<file path="config.mk">
export PLATFORM = sky130hd
export DESIGN_NAME = lcc_eval
export DESIGN_NICKNAME = d
export VERILOG_FILES = /design/src/rtl/lcc_pkg.sv /design/src/rtl/lcc_arith_flags.sv /design/src/rtl/lcc_mul_flags.sv /design/src/rtl/lcc_merge.sv /design/src/rtl/lcc_eval.sv
export SDC_FILE = /design/constraint.sdc
export NUM_CORES = 1
export LEC_CHECK = 0
export BUFFER_PORTS_ARGS = -buffer_cell sky130_fd_sc_hd__buf_2
export CAP_MARGIN = 40
export CELL_PAD_IN_SITES_DETAIL_PLACEMENT = 0
export CELL_PAD_IN_SITES_GLOBAL_PLACEMENT = 2
export CORE_MARGIN = 4
export CORE_UTILIZATION = 12
export CTS_BUF_LIST = sky130_fd_sc_hd__clkbuf_8 sky130_fd_sc_hd__clkbuf_16
export CTS_CLUSTER_DIAMETER = 50
export DETAILED_ROUTE_END_ITERATION = 10
export PLACE_DENSITY_LB_ADDON = 0.1
export SLEW_MARGIN = 20
export SYNTH_ARGS = -nofsm -noshare
export SYNTH_HDL_FRONTEND = slang
export SYNTH_SLANG_ARGS = --single-unit
</file>
<file path="constraint.sdc">
create_clock -name clk -period 3.27 [get_ports clk]
set_input_delay 0.4905 -clock clk [delete_from_list [all_inputs] [get_ports clk]]
set_output_delay 0.4905 -clock clk [all_outputs]
set_load 0.1 [all_outputs]
</file>
<file path="src/rtl/lcc_pkg.sv">
package lcc_pkg;
  localparam int SW       = 8;
  localparam int NSZ      = 3;
  localparam int B_C      = 0;
  localparam int B_V      = 1;
  localparam int B_Z      = 2;
  localparam int B_N      = 3;
  localparam int B_X      = 4;
  localparam int B_R      = 5;

  typedef enum logic [3:0] {
    OP_ADD  = 4'd0,  OP_ADDC = 4'd1,  OP_SUB  = 4'd2,  OP_CMP  = 4'd3,
    OP_MOVE = 4'd4,  OP_AND  = 4'd5,  OP_OR   = 4'd6,  OP_XOR  = 4'd7,
    OP_ASR  = 4'd8,  OP_LSR  = 4'd9,  OP_LSL  = 4'd10, OP_MULS = 4'd11,
    OP_MULU = 4'd12, OP_MCP  = 4'd13, OP_LIVE = 4'd14, OP_RSVD = 4'd15
  } op_e;

  function automatic logic is_nz_class(op_e op);
    return (op >= OP_MOVE) && (op <= OP_LSL);
  endfunction

  function automatic logic is_inv_class(op_e op);
    return (op == OP_SUB) || (op == OP_CMP);
  endfunction
endpackage

</file>
<file path="src/rtl/lcc_arith_flags.sv">
module lcc_arith_flags #(
  parameter int DW  = 32,
  parameter int SZW = 2
) (
  input  logic [SZW-1:0] size_code,
  input  logic           inv_src,
  input  logic [DW-1:0]  src,
  input  logic [DW-1:0]  dst,
  input  logic [DW-1:0]  res,
  output logic           n_o,
  output logic           z_o,
  output logic           v_o,
  output logic           cy_o,
  output logic           size_ok
);
  localparam int NCODE = 1 << SZW;

  logic [NCODE-1:0] s_sg, d_sg, r_sg, r_zero;

  for (genvar g = 0; g < NCODE; g++) begin : g_sz
    if (g < lcc_pkg::NSZ) begin : g_valid
      localparam int W = 8 << g;
      assign s_sg[g]   = src[W-1] ^ inv_src;
      assign d_sg[g]   = dst[W-1];
      assign r_sg[g]   = res[W-1];
      assign r_zero[g] = (res[W-1:0] == '0);
    end else begin : g_none
      assign s_sg[g]   = 1'b0;
      assign d_sg[g]   = 1'b0;
      assign r_sg[g]   = 1'b0;
      assign r_zero[g] = 1'b0;
    end
  end

  logic s, d;
  assign size_ok = (int'(size_code) < lcc_pkg::NSZ);
  assign s       = s_sg[size_code];
  assign d       = d_sg[size_code];

  always_comb begin
    n_o  = 1'b0;
    z_o  = 1'b0;
    v_o  = 1'b0;
    cy_o = 1'b0;
    if (size_ok) begin
      if (r_sg[size_code]) begin
        n_o  = 1'b1;
        v_o  = !s && !d;
        cy_o = s && d;
      end else begin
        z_o  = r_zero[size_code];
        v_o  = s && d;
        cy_o = s || d;
      end
    end
  end
endmodule

</file>
<file path="src/rtl/lcc_mul_flags.sv">
module lcc_mul_flags #(
  parameter int DW = 32
) (
  input  logic          signed_mode,
  input  logic [DW-1:0] lo,
  input  logic [DW-1:0] hi,
  output logic          n_o,
  output logic          z_o,
  output logic          v_o
);
  logic hi_is_ext;

  assign z_o       = ({hi, lo} == '0);
  assign n_o       = !z_o && hi[DW-1];
  assign hi_is_ext = (hi == {DW{lo[DW-1]}});
  assign v_o       = signed_mode ? !hi_is_ext : (hi != '0);
endmodule

</file>
<file path="src/rtl/lcc_merge.sv">
module lcc_merge #(
  parameter int SW = 8
) (
  input  logic [SW-1:0] old_ccs,
  input  logic [SW-1:0] flags,
  input  logic [SW-1:0] mask,
  input  logic          z_keep,
  output logic [SW-1:0] new_ccs
);
  logic [SW-1:0] eff_mask, clr_mask;

  always_comb begin
    eff_mask = mask;
    if (z_keep) eff_mask[lcc_pkg::B_Z] = 1'b0;
    clr_mask = eff_mask;
    clr_mask[lcc_pkg::B_X] = 1'b1;
    new_ccs  = (old_ccs & ~clr_mask) | (flags & eff_mask);
  end
endmodule

</file>
<file path="src/rtl/lcc_eval.sv">
module lcc_eval
  import lcc_pkg::*;
#(
  parameter int DW  = 32,
  parameter int SZW = 2
) (
  input  logic           clk,
  input  logic           rst_n,
  input  logic           eval_vld,
  input  logic [3:0]     op_code,
  input  logic [SZW-1:0] size_code,
  input  logic [DW-1:0]  src_opnd,
  input  logic [DW-1:0]  dst_opnd,
  input  logic [DW-1:0]  result,
  input  logic [DW-1:0]  mul_hi,
  input  logic [SW-1:0]  wr_mask,
  input  logic [SW-1:0]  ccs_in,
  output logic [SW-1:0]  ccs_q,
  output logic           out_vld
);
  localparam logic [SZW-1:0] WORD_SZ = SZW'(NSZ - 1);

  op_e op;
  assign op = op_e'(op_code);

  // general add-rule evaluation, sized
  logic ar_n, ar_z, ar_v, ar_cy, ar_ok;
  logic inv_sel;
  assign inv_sel = is_inv_class(op);

  lcc_arith_flags #(.DW(DW), .SZW(SZW)) u_arith (
    .size_code(size_code), .inv_src(inv_sel),
    .src(src_opnd), .dst(dst_opnd), .res(result),
    .n_o(ar_n), .z_o(ar_z), .v_o(ar_v), .cy_o(ar_cy), .size_ok(ar_ok)
  );

  // multiply-accumulate class: word size, no inversion
  logic mc_n, mc_z, mc_v, mc_cy, mc_ok;
  lcc_arith_flags #(.DW(DW), .SZW(SZW)) u_mcp (
    .size_code(WORD_SZ), .inv_src(1'b0),
    .src(src_opnd), .dst(dst_opnd), .res(result),
    .n_o(mc_n), .z_o(mc_z), .v_o(mc_v), .cy_o(mc_cy), .size_ok(mc_ok)
  );

  logic mu_n, mu_z, mu_v;
  lcc_mul_flags #(.DW(DW)) u_mul (
    .signed_mode(op == OP_MULS), .lo(result), .hi(mul_hi),
    .n_o(mu_n), .z_o(mu_z), .v_o(mu_v)
  );

  logic [SW-1:0] flg;
  always_comb begin
    flg = '0;
    if (op == OP_MULS || op == OP_MULU) begin
      flg[B_N] = mu_n;
      flg[B_Z] = mu_z;
      flg[B_V] = mu_v;
    end else if (op == OP_MCP) begin
      flg[B_N] = mc_n;
      flg[B_Z] = mc_z;
      flg[B_V] = mc_v;
      flg[B_R] = mc_cy;
    end else if (is_nz_class(op)) begin
      flg[B_N] = ar_n;
      flg[B_Z] = ar_z;
    end else begin
      flg[B_N] = ar_n;
      flg[B_Z] = ar_z;
      flg[B_V] = ar_v;
      flg[B_C] = ar_cy ^ inv_sel;
    end
  end

  logic          z_keep;
  logic [SW-1:0] merged;
  assign z_keep = ccs_in[B_X] || (op == OP_ADDC);

  lcc_merge #(.SW(SW)) u_merge (
    .old_ccs(ccs_in), .flags(flg), .mask(wr_mask),
    .z_keep(z_keep), .new_ccs(merged)
  );

  always_ff @(posedge clk) begin
    if (!rst_n) begin
      ccs_q   <= '0;
      out_vld <= 1'b0;
    end else begin
      out_vld <= eval_vld;
      if (eval_vld) ccs_q <= (op == OP_LIVE) ? ccs_in : merged;
    end
  end

  AST_VLD_FOLLOW: assert property (@(posedge clk) disable iff (!rst_n)
    eval_vld |=> out_vld);
  AST_IDLE_HOLD: assert property (@(posedge clk) disable iff (!rst_n)
    !eval_vld |=> (!out_vld && $stable(ccs_q)));
  AST_ARITH_NZ_EXCL: assert property (@(posedge clk) disable iff (!rst_n)
    (eval_vld && ar_n) |-> !ar_z);
  AST_MULU_ZERO_NOV: assert property (@(posedge clk) disable iff (!rst_n)
    (eval_vld && op == OP_MULU && mu_z) |-> !mu_v);
  AST_Z_KEEP: assert property (@(posedge clk) disable iff (!rst_n)
    (eval_vld && op != OP_LIVE && z_keep) |=> (ccs_q[B_Z] == $past(ccs_in[B_Z])));
  AST_X_CLEAR: assert property (@(posedge clk) disable iff (!rst_n)
    (eval_vld && op != OP_LIVE) |=> !ccs_q[B_X]);
  AST_MASK_KEEP: assert property (@(posedge clk) disable iff (!rst_n)
    (eval_vld && op != OP_LIVE) |=>
      (((ccs_q ^ $past(ccs_in)) & ~$past(wr_mask) & ~(SW'(1) << B_X)) == '0));
  AST_LIVE_HOLD: assert property (@(posedge clk) disable iff (!rst_n)
    (eval_vld && op == OP_LIVE) |=> (ccs_q == $past(ccs_in)));
endmodule

</file>
=== After elaboration in Yosys (flattened, before gate mapping) ===
Index checks and enable logic that the tools add are counted.

* Word-level logic and storage cells: 74
* Flip-flop bits (word level): 9
* Bits of input ports: 153

* Magnitude comparators: 4
* Bitwise gates (word level): 8
* Reduce and logical (&&, ||, !) cells: 22
* Multiplexer cells: 30
* Equal/unequal tests: 8

{| class="wikitable"
|+ Operator list
! cell !! count
|-
| $logic_not 64->1 || 1
|-
| $eq 32x32->1 || 1
|-
| $logic_not 32->1 || 1
|-
| $reduce_bool 32->1 || 1
|-
| $mux 1 || 22
|-
| $eq 4x4->1 const B || 4
|-
| $logic_not 16->1 || 1
|-
| $and 6x8->8 || 1
|-
| $and 8x8->8 || 1
|-
| $bmux 1 s2 || 4
|-
| $eq 4x2->1 const B || 2
|-
| $logic_not 8->1 || 1
|-
| $mux 8 || 1
|-
| $not 8->8 || 1
|-
| $or 8x8->8 || 1
|-
| $logic_and 1x1->1 || 6
|-
| $logic_not 1->1 || 6
|-
| $mux 3 || 2
|-
| $logic_or 1x1->1 || 5
|-
| $eq 4x1->1 const B || 1
|-
| $ge 4x3->1 const B || 1
|-
| $le 4x4->1 const B || 1
|-
| $xor 1x1->1 || 4
|-
| $lt 2x3->1 const B || 1
|-
| 2 further kinds || 2
|}

=== Logic depth before layout (Yosys ltp) ===
* Word-level depth: 15
* Gate-level depth with buffers: 7

=== By module ===
A second synthesis with hierarchy kept.

* Cells, all modules: 179
* Area, all modules: 1406.3 µm²

{| class="wikitable"
|+ Modules (own cells, without submodules)
! module !! times used !! sequential area each (µm²) !! cells each !! area each (µm²)
|-
| lcc_eval || 1 || 180.2 || 68 || 598.1
|-
| lcc_arith_flags || 2 || 0.0 || 33 || 239.0
|-
| lcc_mul_flags || 1 || 0.0 || 36 || 227.7
|-
| lcc_merge || 1 || 0.0 || 9 || 102.6
|}

=== Least setup slack after synthesis ===
OpenSTA, ideal clock, no wires.

* Path kind: input -> register
* From: input port op_code[2]
* To: register ccs_q[0]
* Buffers on the path: 1
* Data required time: 3153 ps
* Setup time: 117 ps
* Stages: 7
* Path slack: 1398 ps
* Data arrival time: 1755 ps
* Cell sequence: buf_2 > nor3b_4 > xor2_1 > a2bb2oi_2 > maj3_2 > xnor2_1 > a22o_1

* Cells in the longest elaborated chain, start to end: 15
* Elaborated cells on any way between the ends: 27
* Classes of those cells: 2 x order compare; 6 x eq/ne; 8 x mux; 6 x bitwise; 5 x reduce/logical

{| class="wikitable"
|+ RTL lines
! what !! line !! source
|-
| from (decl) || lcc_eval.sv:10 || <nowiki>input logic [3:0] op_code,</nowiki>
|-
| $eq 4x2->1 || lcc_pkg.sv:23 || <nowiki>return (op == OP_SUB) || (op == OP_CMP);</nowiki>
|-
| $logic_or 1x1->1 || lcc_pkg.sv:23 ||
|-
| $xor 1x1->1 || lcc_arith_flags.sv:23 || <nowiki>assign s_sg[g] = src[W-1] ^ inv_src;</nowiki>
|-
| $bmux 1 s2 || lcc_arith_flags.sv:37 || <nowiki>assign s = s_sg[size_code];</nowiki>
|-
| $mux 1 (implied by the code) || lcc_arith_flags.sv:37 ||
|-
| $logic_or 1x1->1 / $logic_and 1x1->1 (equally long branches) || lcc_arith_flags.sv:53, lcc_arith_flags.sv:49 ||
|-
| $mux 1 || lcc_arith_flags.sv:46 || <nowiki>if (r_sg[size_code]) begin</nowiki>
|-
| $mux 1 || lcc_arith_flags.sv:45 || <nowiki>if (size_ok) begin</nowiki>
|-
| $xor 1x1->1 || lcc_eval.sv:70 || <nowiki>flg[B_C] = ar_cy ^ inv_sel;</nowiki>
|-
| $mux 2 || lcc_eval.sv:63 || <nowiki>end else if (is_nz_class(op)) begin</nowiki>
|-
| $mux 1 || lcc_eval.sv:58 || <nowiki>end else if (op == OP_MCP) begin</nowiki>
|-
| $mux 1 || lcc_eval.sv:54 || <nowiki>if (op == OP_MULS || op == OP_MULU) begin</nowiki>
|-
| $and 6x8->8 || lcc_merge.sv:17 || <nowiki>new_ccs = (old_ccs & ~clr_mask) | (flags & eff_mask);</nowiki>
|-
| $or 8x8->8 || lcc_merge.sv:17 ||
|-
| $mux 8 * || lcc_eval.sv:89 || <nowiki>if (eval_vld) ccs_q <= (op == OP_LIVE) ? ccs_in : merged;</nowiki>
|-
| to (signal assigned) || lcc_eval.sv:89 ||
|-
| to (decl) || lcc_eval.sv:18 || <nowiki>output logic [SW-1:0] ccs_q,</nowiki>
|}

Every way passes the cells marked *; elsewhere a longest branch is shown, timed or not. The select of a mux whose other input is x is not followed.
A chain may end at the register's enable or synchronous reset.

=== Worst setup path in the final report ===
* From: input port size_code[0]
* To: register ccs_q[1]

* Cells in the longest elaborated chain, start to end: 12
* Elaborated cells on any way between the ends: 19
* Classes of those cells: 1 x order compare; 12 x mux; 2 x bitwise; 4 x reduce/logical

{| class="wikitable"
|+ RTL lines
! what !! line !! source
|-
| from (decl) || lcc_eval.sv:11 || <nowiki>input logic [SZW-1:0] size_code,</nowiki>
|-
| $bmux 1 s2, on equally long branches || lcc_arith_flags.sv:37, lcc_arith_flags.sv:38 ||
|-
| $mux 1, on equally long branches || lcc_arith_flags.sv:37, lcc_arith_flags.sv:38 ||
|-
| $logic_not 1->1 || lcc_arith_flags.sv:48 || <nowiki>v_o = !s && !d;</nowiki>
|-
| $logic_and 1x1->1 || lcc_arith_flags.sv:48 ||
|-
| $mux 1 || lcc_arith_flags.sv:46 ||
|-
| $mux 1 * || lcc_arith_flags.sv:45 ||
|-
| $mux 2 * || lcc_eval.sv:63 ||
|-
| $mux 3 * || lcc_eval.sv:58 ||
|-
| $mux 3 * || lcc_eval.sv:54 ||
|-
| $and 6x8->8 * || lcc_merge.sv:17 ||
|-
| $or 8x8->8 * || lcc_merge.sv:17 ||
|-
| $mux 8 * || lcc_eval.sv:89 ||
|}

Marked as above.

==> reports/summary.json <==
{
  "status": {"value": "finished, final reports clean"},
  "yosys.area.top_type_share": {"value": 17.7, "unit": "%"},
  "sw_frac_of_total": {"value": 36.6, "unit": "%"},
  "ant_nets": {"value": 0},
  "power_density": {"value": 258, "unit": "nW/um2"},
  "die-height": {"value": 100, "unit": "um"},
  "drc": {"value": 0},
  "starting_utilization_of_the_core_area": {"value": 12.4, "unit": "%"},
  "fin_crit_sh": {"value": 54.3, "unit": "%"},
  "dp.cells": {"value": 344},
  "worst-slew-pin-transition": {"value": 0.501, "unit": "ns"},
  "clock_power_share": {"value": 29.1, "unit": "%"},
  "synth_top_area_cell": {"value": "sky130_fd_sc_hd__dfxtp_1"},
  "timing.final.ws_setup": {"value": 1.49, "unit": "ns"},
  "reg_clk_slew_reported_paths": {"value": 0.05, "unit": "ns"},
  "grt_start_max_net_pins": {"value": 22},
  "synthDistinctLibCells": {"value": 37},
  "hold_ws": {"value": 0.474, "unit": "ns"},
  "critical_path.cell_chain": {"value": "buf_2, mux2i_1, xor2_1, a2bb2oi_2, mux2i_1, o211ai_1, a22o_1"},
  "detail_placement_hpwl": {"value": 4.00, "unit": "mm"},
  "rsz0062_at_grt": {"value": "no"},
  "r2r-start": {"value": "ccs_q[1]"},
  "die-area": {"value": 10000, "unit": "um2"},
  "critPathSlowestCell": {"value": "sky130_fd_sc_hd__mux2i_1"},
  "kind_of_critical_path": {"value": "input pin to flop"},
  "clock_sink_count": {"value": 9},
  "wp_data_required": {"value": 3.39, "unit": "ns"},
  "clk-insertion-delay-late": {"value": 0.23, "unit": "ns"},
  "antenna_violations_before_repair": {"value": 0},
  "first_iter_violations": {"value": 31},
  "drt-pass1-iter-count": {"value": 4},
  "synth.most_common_cell": {"value": "sky130_fd_sc_hd__nor4_1"},
  "cp_common_cell": {"value": "sky130_fd_sc_hd__mux2i_1"},
  "finalMaxSlewViolations": {"value": 0},
  "seq_power_share": {"value": 27.6, "unit": "%"},
  "cts_inserted_buffers": {"value": 3},
  "synth_enable_flop_cells": {"value": 0},
  "io_pins": {"value": 162},
  "placementRows": {"value": 33},
  "postSynth.asyncResetShare": {"value": 0, "unit": "%"},
  "area_delta_synth_final": {"value": 64.5, "unit": "%"},
  "setup-tns-final": {"value": 0, "unit": "ns"},
  "worst_hold_path_class": {"value": "flop to flop"},
  "layout.cells.non_filler": {"value": 348},
  "cts_root_buffer": {"value": "sky130_fd_sc_hd__clkbuf_8"},
  "core-area": {"value": 8220, "unit": "um2"},
  "wl_per_cell": {"value": 13.0, "unit": "um"},
  "max-cap-violations": {"value": 0},
  "detailedPlace.worstSlack": {"value": 1.19, "unit": "ns"},
  "cts_setup_buffers": {"value": 0},
  "grt_use_total": {"value": 8.90, "unit": "%"},
  "achievable-frequency": {"value": 0.563, "unit": "GHz"},
  "hold_violations": {"value": 0},
  "critical-path-max-stage-delay": {"value": 0.26, "unit": "ns"},
  "layout_filler_cell_count": {"value": 958},
  "detailed_place.area": {"value": 1630, "unit": "um2"},
  "cts_hold_repair.buffers": {"value": 0},
  "port_buffers": {"value": 102},
  "irDropWorstVdd": {"value": 74.1, "unit": "uV"},
  "fin_nets": {"value": 397},
  "ys_top_cells_by_area": {"value": "sky130_fd_sc_hd__dfxtp_1 (18%), sky130_fd_sc_hd__nor4_1 (9.8%), sky130_fd_sc_hd__nand4_1 (7.4%)"},
  "via_total_after_detailed_routing": {"value": 1463},
  "beginning_of_the_worst_hold_path": {"value": "ccs_q[6]"},
  "design_area": {"value": 1670, "unit": "um2"},
  "finClkSkew": {"value": 0, "unit": "ns"},
  "startpoint": {"value": "size_code[0]"},
  "gr-total-overflow": {"value": 0},
  "cts-resized-gates": {"value": 0},
  "ys_top_cells_by_count": {"value": "sky130_fd_sc_hd__nor4_1 (16), sky130_fd_sc_hd__nand4_1 (12), sky130_fd_sc_hd__nand2_1 (11)"},
  "avgSynthCellArea": {"value": 7.06, "unit": "um2"},
  "globalplace.congestion": {"value": 0.658},
  "grt_first_pass_wirelength": {"value": 7.25, "unit": "mm"},
  "report.power.total": {"value": 0.432, "unit": "mW"},
  "timing.critical_path.arrival": {"value": 1.90, "unit": "ns"},
  "grt_pass1_vias": {"value": 1548},
  "finalCriticalPeriod": {"value": 1.78, "unit": "ns"},
  "tritoncts": {"value": "yes"},
  "final_core_utilization": {"value": 20.4, "unit": "%"},
  "total_switching_power": {"value": 0.158, "unit": "mW"},
  "ys.warnings.count": {"value": 0},
  "p_comb_share": {"value": 43.3, "unit": "%"},
  "p_int": {"value": 0.274, "unit": "mW"},
  "synthCells": {"value": 144},
  "floorplan.die.width": {"value": 100, "unit": "um"},
  "synth.ff_latch_count": {"value": 9},
  "slew-limit-headroom": {"value": 66.9, "unit": "%"},
  "num_antenna_cells": {"value": 0},
  "synth-seq-area-share": {"value": 17.7, "unit": "%"},
  "clock_path_buffers": {"value": 2},
  "p_leak": {"value": 0.766, "unit": "nW"},
  "vias_per_cell": {"value": 4.20},
  "final-setup-viol-count": {"value": 0},
  "netlist_area": {"value": 1020, "unit": "um2"},
  "synth_net_count": {"value": 297},
  "timing.critical_path.from_type": {"value": "input pin"},
  "routed_wirelength": {"value": 4.51, "unit": "mm"},
  "ys.flop_type": {"value": "sky130_fd_sc_hd__dfxtp_1"},
  "drive_gt1_share": {"value": 45.3, "unit": "%"},
  "htree_levels": {"value": 1},
  "critPathCaptureType": {"value": "flop"},
  "worstPathMaxFanout": {"value": 9}
}
-- layer usage --
metal | GRT usage, % | vias up | part of all wire, %
li1 | - | 764 | -
met1 | 10.5 | 650 | 41
met2 | 16.7 | 49 | 52
met3 | 2.43 | 0 | 7.2
met4 | 0.622 | 0 | 0
met5 | 0 | - | 0
-- worst paths after layout --
path	end	slack, ns	depth (start not counted)
hold / removal	ccs_q[6]	0.47	2
setup reg to reg	ccs_q[1]	2.30	4
hold reg to reg	ccs_q[6]	0.47	2
setup / recovery	ccs_q[1]	1.49	7
-- power groups by stage --
| stage | combinational [mW] | clock (mW) | sequential (mW) |
|---|---|---|---|
| 2_1_floorplan | 0.0637 | 0 | 0.164 |
| 3_3_place_gp | 0.192 | 0 | 0.121 |
| 3_5_place_dp | 0.190 | 0 | 0.121 |
| 4_1_cts | 0.190 | 0.132 | 0.119 |
| 5_1_grt | 0.207 | 0.139 | 0.120 |
| 6_report | 0.187 | 0.126 | 0.119 |
-- sequential cells by signal (all words and copies together) (netlist names) --
name,count
ccs_q,8
out_vld,1
-- worst max-delay path, delay by kind of cell --
kind | cells | cell delay [ns]
compound gates | 3 | 0.55
mux | 2 | 0.47
xor+xnor | 1 | 0.20
buf+inv | 1 | 0.19
-- kinds of logic after synthesis --
logic type,after synthesis,share of synthesized area (%)
compound gates,31,20.8
xor+xnor,3,2.58
fa+ha+maj,2,2.09
buf+inv,14,5.66
flops,9,17.7
mux,6,6.03
simple gates,79,45.1
-- area by class of cell --
class	count	area (um2)	area share, %
inverters	7	26.3	1.57
multi-input cells	121	779	46.6
well taps	105	131	7.85
clock inverters	1	3.75	0.224
repair buffers	102	510	30.5
clock buffers	3	41.3	2.47
flip-flops and latches	9	180	10.8
-- cells in the final DEF (no fill, tap or decap), drive strengths merged, types with 2 or more instances in the layout --
cell / count
nor3: 3
o211ai: 5
nor2: 8
inv: 8
nand2b: 2
nand3b: 2
nor2b: 2
mux2i: 5
a22o: 4
or4: 2
nand4: 12
and3: 3
maj3: 2
nand2: 11
dfxtp: 9
clkbuf: 3
and2: 3
nand3: 9
nor4: 16
a21oi: 6
o21ai: 7
buf: 102
xor2: 2
nand4b: 3
a21boi: 2
o22ai: 2
Note: power is estimated with default switching activity, not from simulation.
